$ cat config.mk
export PLATFORM = sky130hd
export DESIGN_NAME = link_rate_phy_seq
export DESIGN_NICKNAME = d
export VERILOG_FILES = /design/src/rtl/lrps_pkg.sv /design/src/rtl/lrps_rate_snap.sv /design/src/rtl/lrps_step_table.sv /design/src/rtl/link_rate_phy_seq.sv
export SDC_FILE = /design/constraint.sdc
export NUM_CORES = 1
export LEC_CHECK = 0
export ABC_CLOCK_PERIOD_IN_PS = 2650
export BUFFER_PORTS_ARGS = -buffer_cell sky130_fd_sc_hd__buf_2
export CORE_ASPECT_RATIO = 1.1
export CORE_MARGIN = 2
export CORE_UTILIZATION = 53
export CTS_CLUSTER_SIZE = 30
export DETAILED_ROUTE_END_ITERATION = 7
export GPL_TIMING_DRIVEN = 0
export PLACE_DENSITY_LB_ADDON = 0.08
export SLEW_MARGIN = 5
export SYNTH_ARGS = -nofsm -noshare
export SYNTH_HDL_FRONTEND = slang
export SYNTH_SLANG_ARGS = --single-unit
$ cat constraint.sdc
create_clock -name clk -period 2.65 [get_ports clk]
set_input_delay 0.265 -clock clk [delete_from_list [all_inputs] [get_ports clk]]
set_output_delay 0.265 -clock clk [all_outputs]
set_load 0.03 [all_outputs]
$ cat src/rtl/lrps_pkg.sv
package lrps_pkg;
  localparam int ADDR_W = 8;
  localparam int DATA_W = 8;
  localparam int THR_LO = 1620;
  localparam int THR_MID = 2700;
  localparam int THR_HI = 5400;

  // fixed step positions; lane groups and the final step follow S_LANE0
  localparam int S_CFG1 = 0;
  localparam int S_PWDN = 1;
  localparam int S_HSCK = 2;
  localparam int S_DEC = 3;
  localparam int S_FR1 = 4;
  localparam int S_FR2 = 5;
  localparam int S_FR3 = 6;
  localparam int S_LK1 = 7;
  localparam int S_LK2 = 8;
  localparam int S_LKEN = 9;
  localparam int S_VDIV = 10;
  localparam int S_BIAS = 11;
  localparam int S_CMP1 = 12;
  localparam int S_CMP2 = 13;
  localparam int S_SSC0 = 14;
  localparam int SSC_LEN = 6;
  localparam int S_MODE = S_SSC0 + SSC_LEN;
  localparam int S_AUX1 = S_MODE + 1;
  localparam int S_AUX2 = S_MODE + 2;
  localparam int S_LANE0 = S_MODE + 3;
  localparam int GRP_LEN = 3;

  typedef enum logic [1:0] {RB_1G62, RB_2G70, RB_5G40, RB_8G10} rate_bkt_e;

  typedef struct packed {
    logic [7:0] hs_sel;
    logic [7:0] dec;
    logic [7:0] frac2;
    logic [7:0] frac3;
    logic [7:0] lock1;
    logic [7:0] lock2;
    logic [7:0] lock_en;
    logic [7:0] vco_div;
    logic [7:0] step1;
    logic [7:0] step2;
    logic [7:0] per1;
    logic [7:0] cmp1;
    logic [7:0] cmp2;
  } rate_set_t;

  function automatic rate_bkt_e snap_rate(input logic [31:0] scaled);
    if (scaled <= 32'(THR_LO)) return RB_1G62;
    else if (scaled <= 32'(THR_MID)) return RB_2G70;
    else if (scaled <= 32'(THR_HI)) return RB_5G40;
    else return RB_8G10;
  endfunction

  function automatic rate_set_t rate_params(input rate_bkt_e b);
    case (b)
      RB_1G62: return '{8'h05, 8'h69, 8'h80, 8'h07, 8'h6f, 8'h08, 8'h04,
                        8'h01, 8'h45, 8'h06, 8'h36, 8'hE2, 8'h18};
      RB_2G70: return '{8'h03, 8'h69, 8'h80, 8'h07, 8'h0f, 8'h0e, 8'h08,
                        8'h01, 8'h13, 8'h06, 8'h40, 8'hE2, 8'h18};
      RB_5G40: return '{8'h01, 8'h8c, 8'h00, 8'h0a, 8'h1f, 8'h1c, 8'h08,
                        8'h02, 8'h1a, 8'h08, 8'h40, 8'h2E, 8'h21};
      default: return '{8'h00, 8'h69, 8'h80, 8'h07, 8'h2f, 8'h2a, 8'h08,
                        8'h00, 8'h13, 8'h06, 8'h40, 8'hE2, 8'h18};
    endcase
  endfunction

  // divide ratio 6 -> 0, 2 -> 1, 4 -> 2
  function automatic logic [1:0] div_code(input rate_bkt_e b);
    case (b)
      RB_8G10: return 2'd0;
      RB_5G40: return 2'd2;
      default: return 2'd1;
    endcase
  endfunction
endpackage

$ cat src/rtl/lrps_rate_snap.sv
module lrps_rate_snap
  import lrps_pkg::*;
#(
  parameter int RATE_W = 16
) (
  input  logic [RATE_W-1:0] rate_req,
  output rate_bkt_e         bkt,
  output logic              is_zero
);
  logic [31:0] scaled;

  assign scaled  = 32'(rate_req) * 32'd10;
  assign bkt     = snap_rate(scaled);
  assign is_zero = (rate_req == '0);
endmodule

$ cat src/rtl/lrps_step_table.sv
module lrps_step_table
  import lrps_pkg::*;
#(
  parameter int NUM_PAIRS = 2,
  parameter int STEP_W = 5
) (
  input  logic [STEP_W-1:0] step,
  input  rate_bkt_e         bkt,
  input  logic [3:0]        lanes,
  input  logic [3:0]        orient,
  input  logic              bonding,
  input  logic              ssc,
  output logic [ADDR_W-1:0] addr,
  output logic [DATA_W-1:0] data,
  output logic              last,
  output logic [STEP_W-1:0] next_step
);
  localparam int S_FINAL = S_LANE0 + NUM_PAIRS * GRP_LEN;

  rate_set_t rs;
  logic flipped, four_lane;
  logic [NUM_PAIRS-1:0] pair_hit;
  logic [ADDR_W-1:0] pair_addr [NUM_PAIRS];
  logic [DATA_W-1:0] pair_data [NUM_PAIRS];

  assign rs        = rate_params(bkt);
  assign flipped   = (orient == 4'd2);
  assign four_lane = (lanes == 4'd4);

  for (genvar p = 0; p < NUM_PAIRS; p++) begin : g_pair
    localparam int BASE = S_LANE0 + p * GRP_LEN;
    assign pair_hit[p]  = (step >= STEP_W'(BASE)) && (step < STEP_W'(BASE + GRP_LEN));
    assign pair_addr[p] = (step == STEP_W'(BASE))     ? ADDR_W'(8'h0C + p) :
                          (step == STEP_W'(BASE + 1)) ? ADDR_W'(8'h40 + 16 * p) :
                                                        ADDR_W'(8'h41 + 16 * p);
    assign pair_data[p] = (step == STEP_W'(BASE))     ? 8'h05 :
                          (step == STEP_W'(BASE + 1)) ? 8'h04 : 8'h0F;
  end

  always_comb begin
    addr = '0;
    data = '0;
    case (step)
      STEP_W'(S_CFG1): begin addr = 8'h04; data = 8'h0F; end
      STEP_W'(S_PWDN): begin
        addr = 8'h06;
        data = four_lane ? 8'h7d : (flipped ? 8'h6d : 8'h75);
      end
      STEP_W'(S_HSCK): begin addr = 8'h10; data = rs.hs_sel; end
      STEP_W'(S_DEC):  begin addr = 8'h11; data = rs.dec; end
      STEP_W'(S_FR1):  begin addr = 8'h12; data = 8'h00; end
      STEP_W'(S_FR2):  begin addr = 8'h13; data = rs.frac2; end
      STEP_W'(S_FR3):  begin addr = 8'h14; data = rs.frac3; end
      STEP_W'(S_LK1):  begin addr = 8'h15; data = rs.lock1; end
      STEP_W'(S_LK2):  begin addr = 8'h16; data = rs.lock2; end
      STEP_W'(S_LKEN): begin addr = 8'h17; data = rs.lock_en; end
      STEP_W'(S_VDIV): begin addr = 8'h08; data = rs.vco_div; end
      STEP_W'(S_BIAS): begin addr = 8'h20; data = bonding ? 8'h1f : 8'h1D; end
      STEP_W'(S_CMP1): begin addr = 8'h21; data = rs.cmp1; end
      STEP_W'(S_CMP2): begin addr = 8'h22; data = rs.cmp2; end
      STEP_W'(S_SSC0):     begin addr = 8'h30; data = 8'h01; end
      STEP_W'(S_SSC0 + 1): begin addr = 8'h31; data = 8'h00; end
      STEP_W'(S_SSC0 + 2): begin addr = 8'h32; data = rs.per1; end
      STEP_W'(S_SSC0 + 3): begin addr = 8'h33; data = 8'h01; end
      STEP_W'(S_SSC0 + 4): begin addr = 8'h34; data = rs.step1; end
      STEP_W'(S_SSC0 + 5): begin addr = 8'h35; data = rs.step2; end
      STEP_W'(S_MODE): begin addr = 8'h07; data = flipped ? 8'h4c : 8'h5c; end
      STEP_W'(S_AUX1): begin addr = 8'h0A; data = 8'h13; end
      STEP_W'(S_AUX2): begin addr = 8'h0B; data = 8'hA4; end
      STEP_W'(S_FINAL): begin addr = 8'h08; data = {6'd0, div_code(bkt)}; end
      default: begin
        for (int p = 0; p < NUM_PAIRS; p++) begin
          if (pair_hit[p]) begin
            addr = pair_addr[p];
            data = pair_data[p];
          end
        end
      end
    endcase
  end

  assign last      = (step == STEP_W'(S_FINAL));
  assign next_step = (step == STEP_W'(S_CMP2) && !ssc) ? STEP_W'(S_MODE) : step + 1'b1;
endmodule

$ cat src/rtl/link_rate_phy_seq.sv
module link_rate_phy_seq
  import lrps_pkg::*;
#(
  parameter int RATE_W = 16,
  parameter int NUM_PAIRS = 2
) (
  input  logic              clk,
  input  logic              rst_n,
  input  logic              start,
  input  logic [RATE_W-1:0] rate_req,
  input  logic [7:0]        spare_cfg,
  input  logic              bonding_en,
  input  logic              ssc_en,
  output logic [ADDR_W-1:0] wr_addr,
  output logic [DATA_W-1:0] wr_data,
  output logic              wr_valid,
  input  logic              wr_ready,
  output logic              busy,
  output logic              done,
  output logic              err
);
  localparam int S_FINAL = S_LANE0 + NUM_PAIRS * GRP_LEN;
  localparam int STEP_W = $clog2(S_FINAL + 1);

  rate_bkt_e req_bkt, cfg_bkt;
  logic req_zero;
  logic [STEP_W-1:0] step, next_step;
  logic [3:0] cfg_lanes, cfg_orient;
  logic cfg_bond, cfg_ssc;
  logic last_step;

  // named events
  logic accept_start, reject_start, handshake, final_write;
  assign accept_start = !busy && start && !req_zero;
  assign reject_start = !busy && start && req_zero;
  assign handshake    = wr_valid && wr_ready;
  assign final_write  = handshake && last_step;

  lrps_rate_snap #(.RATE_W(RATE_W)) u_snap (
    .rate_req(rate_req), .bkt(req_bkt), .is_zero(req_zero)
  );

  lrps_step_table #(.NUM_PAIRS(NUM_PAIRS), .STEP_W(STEP_W)) u_tab (
    .step(step), .bkt(cfg_bkt), .lanes(cfg_lanes), .orient(cfg_orient),
    .bonding(cfg_bond), .ssc(cfg_ssc), .addr(wr_addr), .data(wr_data),
    .last(last_step), .next_step(next_step)
  );

  assign wr_valid = busy;

  always_ff @(posedge clk) begin
    if (!rst_n) begin
      busy       <= 1'b0;
      done       <= 1'b0;
      err        <= 1'b0;
      step       <= '0;
      cfg_bkt    <= RB_1G62;
      cfg_lanes  <= '0;
      cfg_orient <= '0;
      cfg_bond   <= 1'b0;
      cfg_ssc    <= 1'b0;
    end else if (reject_start) begin
      err  <= 1'b1;
      done <= 1'b0;
    end else if (accept_start) begin
      busy       <= 1'b1;
      done       <= 1'b0;
      err        <= 1'b0;
      step       <= '0;
      cfg_bkt    <= req_bkt;
      cfg_lanes  <= spare_cfg[3:0];
      cfg_orient <= spare_cfg[7:4];
      cfg_bond   <= bonding_en;
      cfg_ssc    <= ssc_en;
    end else if (final_write) begin
      busy <= 1'b0;
      done <= 1'b1;
    end else if (handshake) begin
      step <= next_step;
    end
  end
endmodule

=== Yosys cells after proc, flatten, opt, wreduce, memory -nomap -nowiden ===
Index checks and enable logic that the tools add are counted.

* Reductions and logical operators: 24
* Magnitude comparators: 7
* Bitwise gates (word level): 2
* $mul: 1
* Multiplexer cells: 31
* Equal/unequal tests: 33
* $add $sub $neg: 1

{| class="wikitable"
|+ Operators by type and width
! cell !! number
|-
| one-hot mux 99 bit (3 select lines) || 1
|-
| one-hot mux 8 bit (23 select lines) || 1
|-
| one-hot mux 8 bit (22 select lines) || 1
|-
| two-way mux 8 bit || 9
|-
| equality test 5 bit, second input constant || 12
|-
| equality test 5 x 4 -> 1 bit, second input constant || 8
|-
| two-way mux 5 bit || 6
|-
| equality test 5 x 3 -> 1 bit, second input constant || 4
|-
| less-or-equal comparator 20 x 11 -> 1 bit, second input constant || 1
|-
| less-or-equal comparator 20 x 12 -> 1 bit, second input constant || 1
|-
| less-or-equal comparator 20 x 13 -> 1 bit, second input constant || 1
|-
| multiplier 16 x 3 -> 19 bit, second input constant || 1
|-
| zero test 16 bit || 1
|-
| equality test 5 x 2 -> 1 bit, second input constant || 2
|-
| >= comparator 5 bit, second input constant || 2
|-
| < comparator 5 bit, second input constant || 2
|-
| logical AND 1 bit || 8
|-
| two-way mux 4 bit || 2
|-
| two-way mux 1 bit || 7
|-
| two-way mux 2 bit || 3
|-
| nonzero test 2 bit || 3
|-
| OR reduction 2 bit || 3
|-
| adder 5 x 1 -> 5 bit, second input constant || 1
|-
| equality test 5 x 1 -> 1 bit, second input constant || 1
|-
| 13 further kinds || 18
|}

* Bits in registers: 20
* Word-level logic and storage cells: 108

=== Depth between registers and ports, before layout ===
Gate-level depths: netlist (run 1).

* Word-level depth: 6
* Depth in mapped cells: 13
* Mapped depth without buffers: 10

=== By module ===
A second synthesis (run 1) with hierarchy kept.

* Cells, all modules: 449
* Area total of the unflattened synthesis: 3443.3 um^2

{| class="wikitable"
|+ Modules (own cells, without submodules)
! module !! cells an instance !! seq. area each (um^2) !! instances !! area each (um^2)
|-
| lrps_step_table || 219 || 0.0 || 1 || 1472.7
|-
| lrps_rate_snap || 150 || 0.0 || 1 || 1196.1
|-
| link_rate_phy_seq || 80 || 400.4 || 1 || 774.5
|}

=== Worst setup path after synthesis (run 1) ===
OpenSTA, ideal clock, no wires.

* Path type: reg2out
* Start: register step[3]
* End: output wr_addr[6]
* Stages on the path, launching flop included: 13
* Setup slack: -0.694 ns
* Arrival time: 3.079 ns
* Buffers on the path: 5
* Cell sequence: dfxtp_1 -> buf_2 -> buf_2 -> buf_2 -> clkbuf_1 -> and3_1 -> ha_1 -> a31oi_1 -> o31ai_1 -> a21o_1 -> or3b_1 -> buf_6 -> nor3_1

* Longest elaborated chain between the ends: 5
* Elaborated cells on any way between the ends: 38
* Classes of those cells: order compare: 4; eq/ne: 25; mux: 5; reduce/logical: 4

{| class="wikitable"
|+ RTL lines
! element !! RTL line !! text
|-
| start, declared || link_rate_phy_seq.sv:27 || <nowiki>logic [STEP_W-1:0] step, next_step;</nowiki>
|-
| start signal, assigned || link_rate_phy_seq.sv:79 || <nowiki>step <= next_step;</nowiki>
|-
| >= comparator 5 bit (tied with other cells) || lrps_step_table.sv:32 || <nowiki>assign pair_hit[p] = (step >= STEP_W'(BASE)) && (step < STEP_W'(BASE + GRP_LEN));</nowiki>
|-
| logical AND 1 bit / two-way mux 8 bit (equally long branches) || lrps_step_table.sv:32, lrps_step_table.sv:33 ||
|-
| two-way mux 8 bit (2 in a row) || lrps_step_table.sv:73 || <nowiki>if (pair_hit[p]) begin</nowiki>
|-
| one-hot mux 8 bit (23 select lines) * || lrps_step_table.sv:43 || <nowiki>case (step)</nowiki>
|-
| end, declared || link_rate_phy_seq.sv:14 || <nowiki>output logic [ADDR_W-1:0] wr_addr,</nowiki>
|}

Mark *: on every way between the ends. The rest lies on a longest branch, timed or not.

=== Worst setup path in the final report (run 1) ===
* Start: register step[0]
* End: output wr_addr[3]

The elaborated chain is that of the path after synthesis.

==> flow_metrics.py, run 1 <==
metrics = {
    "grt": {
        "grt_usage": 0.342,
        "grt-ovfl-total": 0,
        "antenna_found_initial": 0,
        "grt_max_degree": 12,
        "grt_pass1_wl_um": 18500,
        "grt_pass1_vias": 3943,
    },
    "yosys": {
        "synthTopCellsByArea": "ha_1 16%, dfxtp_1 12%, nor2_1 6.3%",
        "yosysTopAreaCell": "ha_1",
        "synth_cell_type_count": 65,
        "synth_top_area_frac": 0.156,
        "synth-main-ff-cell": "dfxtp_1",
        "syn_nets": 528,
        "syn_area_per_cell_um2": 7.01,
        "yosysSeqAreaShare": 0.125,
        "yosysMostFrequentCell": "nor2_1",
        "synth.cell_area_um2": 3210,
        "synth_edf_count": 0,
        "synthArstFlopShare": 0,
        "synth_seq_cells": 20,
        "syn_inst": 457,
        "synthTopCellsByCount": "54 x nor2_1, 41 x nand2_1, 40 x ha_1",
        "yosys_warnings": 0,
    },
    "clock_network": {
        "htreeDepth": 1,
        "path_clk_slew_ns": 0.08,
        "hold_buffers": 0,
        "cts_tree": "built",
        "cts_buffers": 3,
        "cts_root_buffer": "clkbuf_8",
        "cts_sinks": 20,
        "cts_buffer_depth": 2,
        "clk-insertion-delay-late_ns": 0.26,
    },
    "timing": {
        "post-route-min-period_ns": 3.17,
        "maxSlewHeadroom": 0.485,
        "timing.fmax_mhz": 316,
        "fin_ws_ns": -0.518,
        "clock_skew_ns": 0.00342,
        "rsz0062_at_grt": "yes",
        "finalSetupTns_ns": -3.86,
        "fin_crit_sh": 1.20,
        "maxSlewViolCount": 0,
        "worst_pin_slew_ns": 0.763,
        "setup_viol": 9,
        "hold_viol": 0,
    },
    "hold_path": {
        "min_to": "cfg_lanes[1]$_SDFFE_PN0P_",
        "hold_depth": 3,
        "hold_path.startpoint": "spare_cfg[1]",
        "min_path_type": "primary input to flip-flop",
    },
    "power": {
        "seq_power_share": 0.261,
        "p_sw_mw": 0.524,
        "leakage_nw": 1.84,
        "p_sw_frac": 0.418,
        "powerDensity_nw_per_um2": 289,
        "power.internal_mw": 0.728,
        "pwr-share-comb": 0.550,
        "irDropWorstVdd_v": 0.000243,
        "clockPowerShare": 0.189,
    },
    "critical_path": {
        "cp.arrival_ns": 2.90,
        "start_kind": "flip-flop",
        "reg2reg_depth": 9,
        "required_ns": 2.38,
        "worstReg2RegEnd": "step[3]$_SDFFE_PN0P_",
        "worstReg2RegStart": "step[1]$_SDFFE_PN0P_",
        "end_kind": "primary output",
        "path_class": "flip-flop to primary output",
        "rrSetupSlack_ns": 0.38,
        "path_max_fanout": 10,
    },
    "cells_and_area": {
        "fillers": 485,
        "layout-drive-gt1-share": 0.297,
        "syn2layout_area_growth_pct": 35.1,
        "final_area_um2": 4330,
        "multi_input_area_um2": 2900,
        "regArea_um2": 415,
        "insertedDiodeCount": 0,
        "nets": 611,
    },
    "placement": {
        "dpl-instance-area_um2": 3680,
        "pre_cts_ws_ns": -0.580,
        "dp_hpwl_um": 8280,
        "place_congestion": 0.994,
        "io_buffers": 48,
    },
    "route": {
        "wl_um": 11900,
        "wl_per_cell_um": 19.4,
        "vias_per_cell": 6.58,
        "drt_iter0_drc": 436,
        "vias": 4054,
        "drc": 0,
        "final_antenna_net_count": 0,
        "dr.pass1.iters": 6,
    },
    "die": {
        "die_w_um": 78.2,
        "start_util": 0.552,
        "io_pins": 50,
        "die_h_um": 85.6,
        "rows": 29,
        "die_area_um2": 6690,
        "core_um2": 5810,
    },
    "job": {
        "maxCapViolCount": 0,
    },
    "status": {
        "outcome": "finished with violations",
        "violations": "setup timing",
    },
}
## sequential cells by signal, indices dropped and copies added (netlist names)
name / flops
cfg_bkt: 2
cfg_ssc: 1
step: 5
err: 1
cfg_bond: 1
cfg_orient: 4
busy: 1
done: 1
cfg_lanes: 4
## worst max path at each step
stage / start / to / slack (ns) / cells after the start
after floorplan: step[3]$_SDFFE_PN0P_ / wr_addr[3] / -0.28 / 13
after global placement: step[2]$_SDFFE_PN0P_ / wr_addr[3] / -0.55 / 13
after detailed placement: step[2]$_SDFFE_PN0P_ / wr_addr[3] / -0.58 / 13
after CTS: step[3]$_SDFFE_PN0P_ / wr_addr[3] / -0.58 / 14
after global routing: step[0]$_SDFFE_PN0P_ / wr_addr[3] / -0.63 / 11
final: step[0]$_SDFFE_PN0P_ / wr_addr[3] / -0.52 / 11
## final cells by class
type                       instances  share of cell area
multi-input combinational        387               0.670
timing repair buffer              82               0.128
sequential                        20              0.0959
buffer                            28              0.0549
tap                               77              0.0222
inverter                          18              0.0156
clock buffer                       4              0.0127
## metal layers
| layer | wire length (um) | track usage | vias to the layer above |
|---|---|---|---|
| li1 | - | - | 1863 |
| met1 | 4380 | 0.369 | 1871 |
| met2 | 6070 | 0.636 | 259 |
| met3 | 918 | 0.0389 | 61 |
| met4 | 576 | 0.206 | 0 |
| met5 | 0 | 0 | - |
## per-stage QoR
step / utilization / cells / total power, mW / hold slack [ns]
3_5_place_dp: 0.633 / 582 / 0.911 / 0.440
4_1_cts: 0.703 / 610 / 1.18 / 0.243
6_report: 0.746 / 616 / 1.25 / 0.240
3_3_place_gp: 0.633 / 582 / 0.896 / 0.432
2_1_floorplan: - / 457 / 0.766 / 0.403
5_1_grt: 0.746 / 616 / 1.33 / 0.260
## power groups by stage
| stage | clock, mW | combinational [mW] | sequential [mW] |
|---|---|---|---|
| 2_1_floorplan | 0 | 0.429 | 0.337 |
| 3_3_place_gp | 0 | 0.562 | 0.334 |
| 3_5_place_dp | 0 | 0.575 | 0.335 |
| 4_1_cts | 0.235 | 0.620 | 0.326 |
| 5_1_grt | 0.249 | 0.753 | 0.328 |
| 6_report | 0.237 | 0.688 | 0.327 |
## logic make-up after synthesis
group           Yosys count  synth area share
fa+ha+maj                41             0.162
buf+inv                  50            0.0703
other cells               1           0.00117
mux                      16            0.0500
simple gates            176             0.268
xor+xnor                  8            0.0219
compound gates          145             0.301
flops                    20             0.125
## cell usage in the layout, fill, tap and decap left out, drive strengths merged, types with 4 or more instances in the layout
cell type  synthesis  final
a2111oi            5      5
a211oi             7      7
a21o               9      9
a21oi             31     31
a22oi              6      6
a31oi              8      8
buf               14     95
clkbuf            18     19
dfxtp             20     20
ha                40     40
inv               18     18
mux2i             16     16
nand2             41     41
nand2b             7      7
nand3             19     19
nand3b             4      4
nand4              4      4
nor2              54     54
nor2b             12     12
nor3              10     10
nor4               9      9
o21ai             35     35
o21bai             5      5
o31ai              4      4
xor2               5      5
## critical path, stage by stage, from the launching register on
cell and delay, ns:
dfxtp_4 0.38, inv_1 0.09, ha_1 0.21, buf_4 0.18, o21ai_0 0.28, nand2_1 0.17, nor2_1 0.17, o31ai_2 0.12
or3b_4 0.43, or3_4 0.38, o221ai_4 0.07, buf_6 0.16
## timing repair
item / 4_1_cts / 5_1_grt
setup buffers: 25 / 10
pin swaps: 12 / 19
setup endpoints to repair: 13 / 16
gates resized for setup: 42 / 60
No activity file was read; power rests on OpenSTA's default activity.
==> run 2, diff against run 1 <==
- CORE_ASPECT_RATIO: 1.1 -> unset
==> flow_metrics.py, run 2 (synthesized netlist as in run 1, its figures left out) <==
metrics = {
    "critical_path": {
        "required_ns": 2.38,
        "end_kind": "primary output",
        "worstReg2RegEnd": "step[3]$_SDFFE_PN0P_",
        "cp.arrival_ns": 2.76,
        "path_max_fanout": 10,
        "reg2reg_depth": 9,
        "path_class": "flip-flop to primary output",
        "cpMaxStageDelayCell": "or3b_4",
        "worstReg2RegStart": "step[1]$_SDFFE_PN0P_",
        "crit_chain": "inv_1 > buf_4 > ha_4 > a31oi_4 > o31ai_4 > a21o_2 > or3b_4 > or3_4 > o221ai_4 > buf_6",
        "start_kind": "flip-flop",
        "slowest_delay_ns": 0.43,
        "rrSetupSlack_ns": 0.38,
    },
    "die": {
        "die_area_um2": 6690,
        "core_um2": 5890,
        "rows": 28,
        "die_h_um": 81.8,
        "die_w_um": 81.8,
        "io_pins": 50,
        "start_util": 0.545,
    },
    "cells_and_area": {
        "fin_cells": 605,
        "insertedDiodeCount": 0,
        "final_area_um2": 4240,
        "layout.cells.most_common": "nor2_1",
        "top_register": "step",
        "largest_reg_flops": 5,
        "reg_top3": "step: 5 flops, cfg_lanes: 4 flops, cfg_orient: 4 flops",
        "layout-drive-gt1-share": 0.287,
        "mostFrequentLayoutCells": "53 x nor2_1, 41 x nand2_1, 41 x buf_2",
        "syn2layout_area_growth_pct": 32.4,
        "nets": 602,
        "utilization": 0.721,
    },
    "timing": {
        "fin_crit_sh": 1.14,
        "maxSlewViolCount": 0,
        "rsz0062_at_grt": "yes",
        "clock_skew_ns": 0.00756,
        "timing.fmax_mhz": 331,
        "fin_ws_ns": -0.375,
        "post-route-min-period_ns": 3.02,
        "setup_viol": 9,
        "hold_viol": 0,
        "hold_slack_ns": 0.246,
        "worst_pin_slew_ns": 0.804,
        "finalSetupTns_ns": -2.41,
        "maxSlewHeadroom": 0.457,
    },
    "route": {
        "wl_per_cell_um": 18.5,
        "dr.pass1.iters": 6,
        "vias": 3950,
        "vias_per_cell": 6.53,
        "wl_um": 11200,
        "drc": 0,
        "drt_iter0_drc": 521,
        "final_antenna_net_count": 0,
    },
    "clock_network": {
        "cts_root_buffer": "clkbuf_8",
        "cts_tree": "built",
        "cts_sinks": 20,
        "cts_buffer_depth": 2,
        "path_clk_slew_ns": 0.08,
        "cts_buffers": 3,
        "clk-insertion-delay-late_ns": 0.26,
        "hold_buffers": 0,
        "htreeDepth": 1,
    },
    "grt": {
        "antenna_found_initial": 0,
        "grt-ovfl-total": 0,
        "grt_usage": 0.323,
        "grt_pass1_wl_um": 17000,
        "grt_max_degree": 13,
        "grt_pass1_vias": 3483,
    },
    "hold_path": {
        "hold_path.startpoint": "spare_cfg[7]",
        "min_to": "cfg_orient[3]$_SDFFE_PN0P_",
        "hold_depth": 3,
        "min_path_type": "primary input to flip-flop",
    },
    "power": {
        "powerDensity_nw_per_um2": 302,
        "irDropWorstVdd_v": 0.000482,
        "leakage_nw": 1.82,
        "total_power_mw": 1.28,
    },
    "placement": {
        "io_buffers": 48,
        "pre_cts_ws_ns": -0.572,
        "dp_hpwl_um": 7820,
        "place_congestion": 0.947,
        "dpl.cell_count": 580,
        "dpl-instance-area_um2": 3670,
    },
    "status": {
        "outcome": "finished with violations",
        "violations": "setup timing",
    },
    "job": {
        "maxCapViolCount": 0,
    },
}
[run 2: layout make-up]
class / count / area (um2)
Multi-Input combinational cell: 387 / 2910
Fill cell: 497 / 1640
Timing Repair Buffer: 76 / 507
Sequential cell: 20 / 415
Buffer: 25 / 184
Tap cell: 75 / 93.8
Inverter: 18 / 67.6
Clock buffer: 4 / 66.3
[run 2: metal layers]
| layer | vias up | wire length (um) | GRT usage |
|---|---|---|---|
| met5 | - | 0 | 0 |
| met4 | 0 | 402 | 0.0967 |
| met3 | 55 | 1070 | 0.0615 |
| met2 | 238 | 4810 | 0.475 |
| met1 | 1824 | 4900 | 0.473 |
| li1 | 1833 | - | - |
[run 2: worst max path at each step]
stage                         startpoint    endpoint  slack, ns  depth (start not counted)
finish              step[4]$_SDFFE_PN0P_  wr_addr[3]      -0.37                         10
global route        step[4]$_SDFFE_PN0P_  wr_addr[3]      -0.45                         10
CTS                 step[3]$_SDFFE_PN0P_  wr_addr[3]      -0.54                         14
detailed placement  step[2]$_SDFFE_PN0P_  wr_addr[3]      -0.57                         13
global placement    step[2]$_SDFFE_PN0P_  wr_addr[3]      -0.55                         13
floorplan           step[3]$_SDFFE_PN0P_  wr_addr[3]      -0.28                         13
[run 2: timing repair]
action | 4_1_cts | 5_1_grt
pin swaps | 7 | 23
endpoints found under the setup margin | 13 | 15
setup buffers | 23 | 8
resized for setup | 39 | 63
[run 2: critical path: cells and delay by family, from the launching register on]
kind	cells	cell delay [ns]
simple gates	2	0.81
buf+inv	3	0.56
flops	1	0.40
compound gates	4	0.55
fa+ha+maj	1	0.18
[run 2: report_power, final]
| group | leakage (nW) | internal (mW) | switching (mW) |
|---|---|---|---|
| sequential | 0.167 | 0.313 | 0.0142 |
| clock | 0.0339 | 0.164 | 0.100 |
| combinational | 1.62 | 0.286 | 0.404 |
| total | 1.82 | 0.762 | 0.519 |
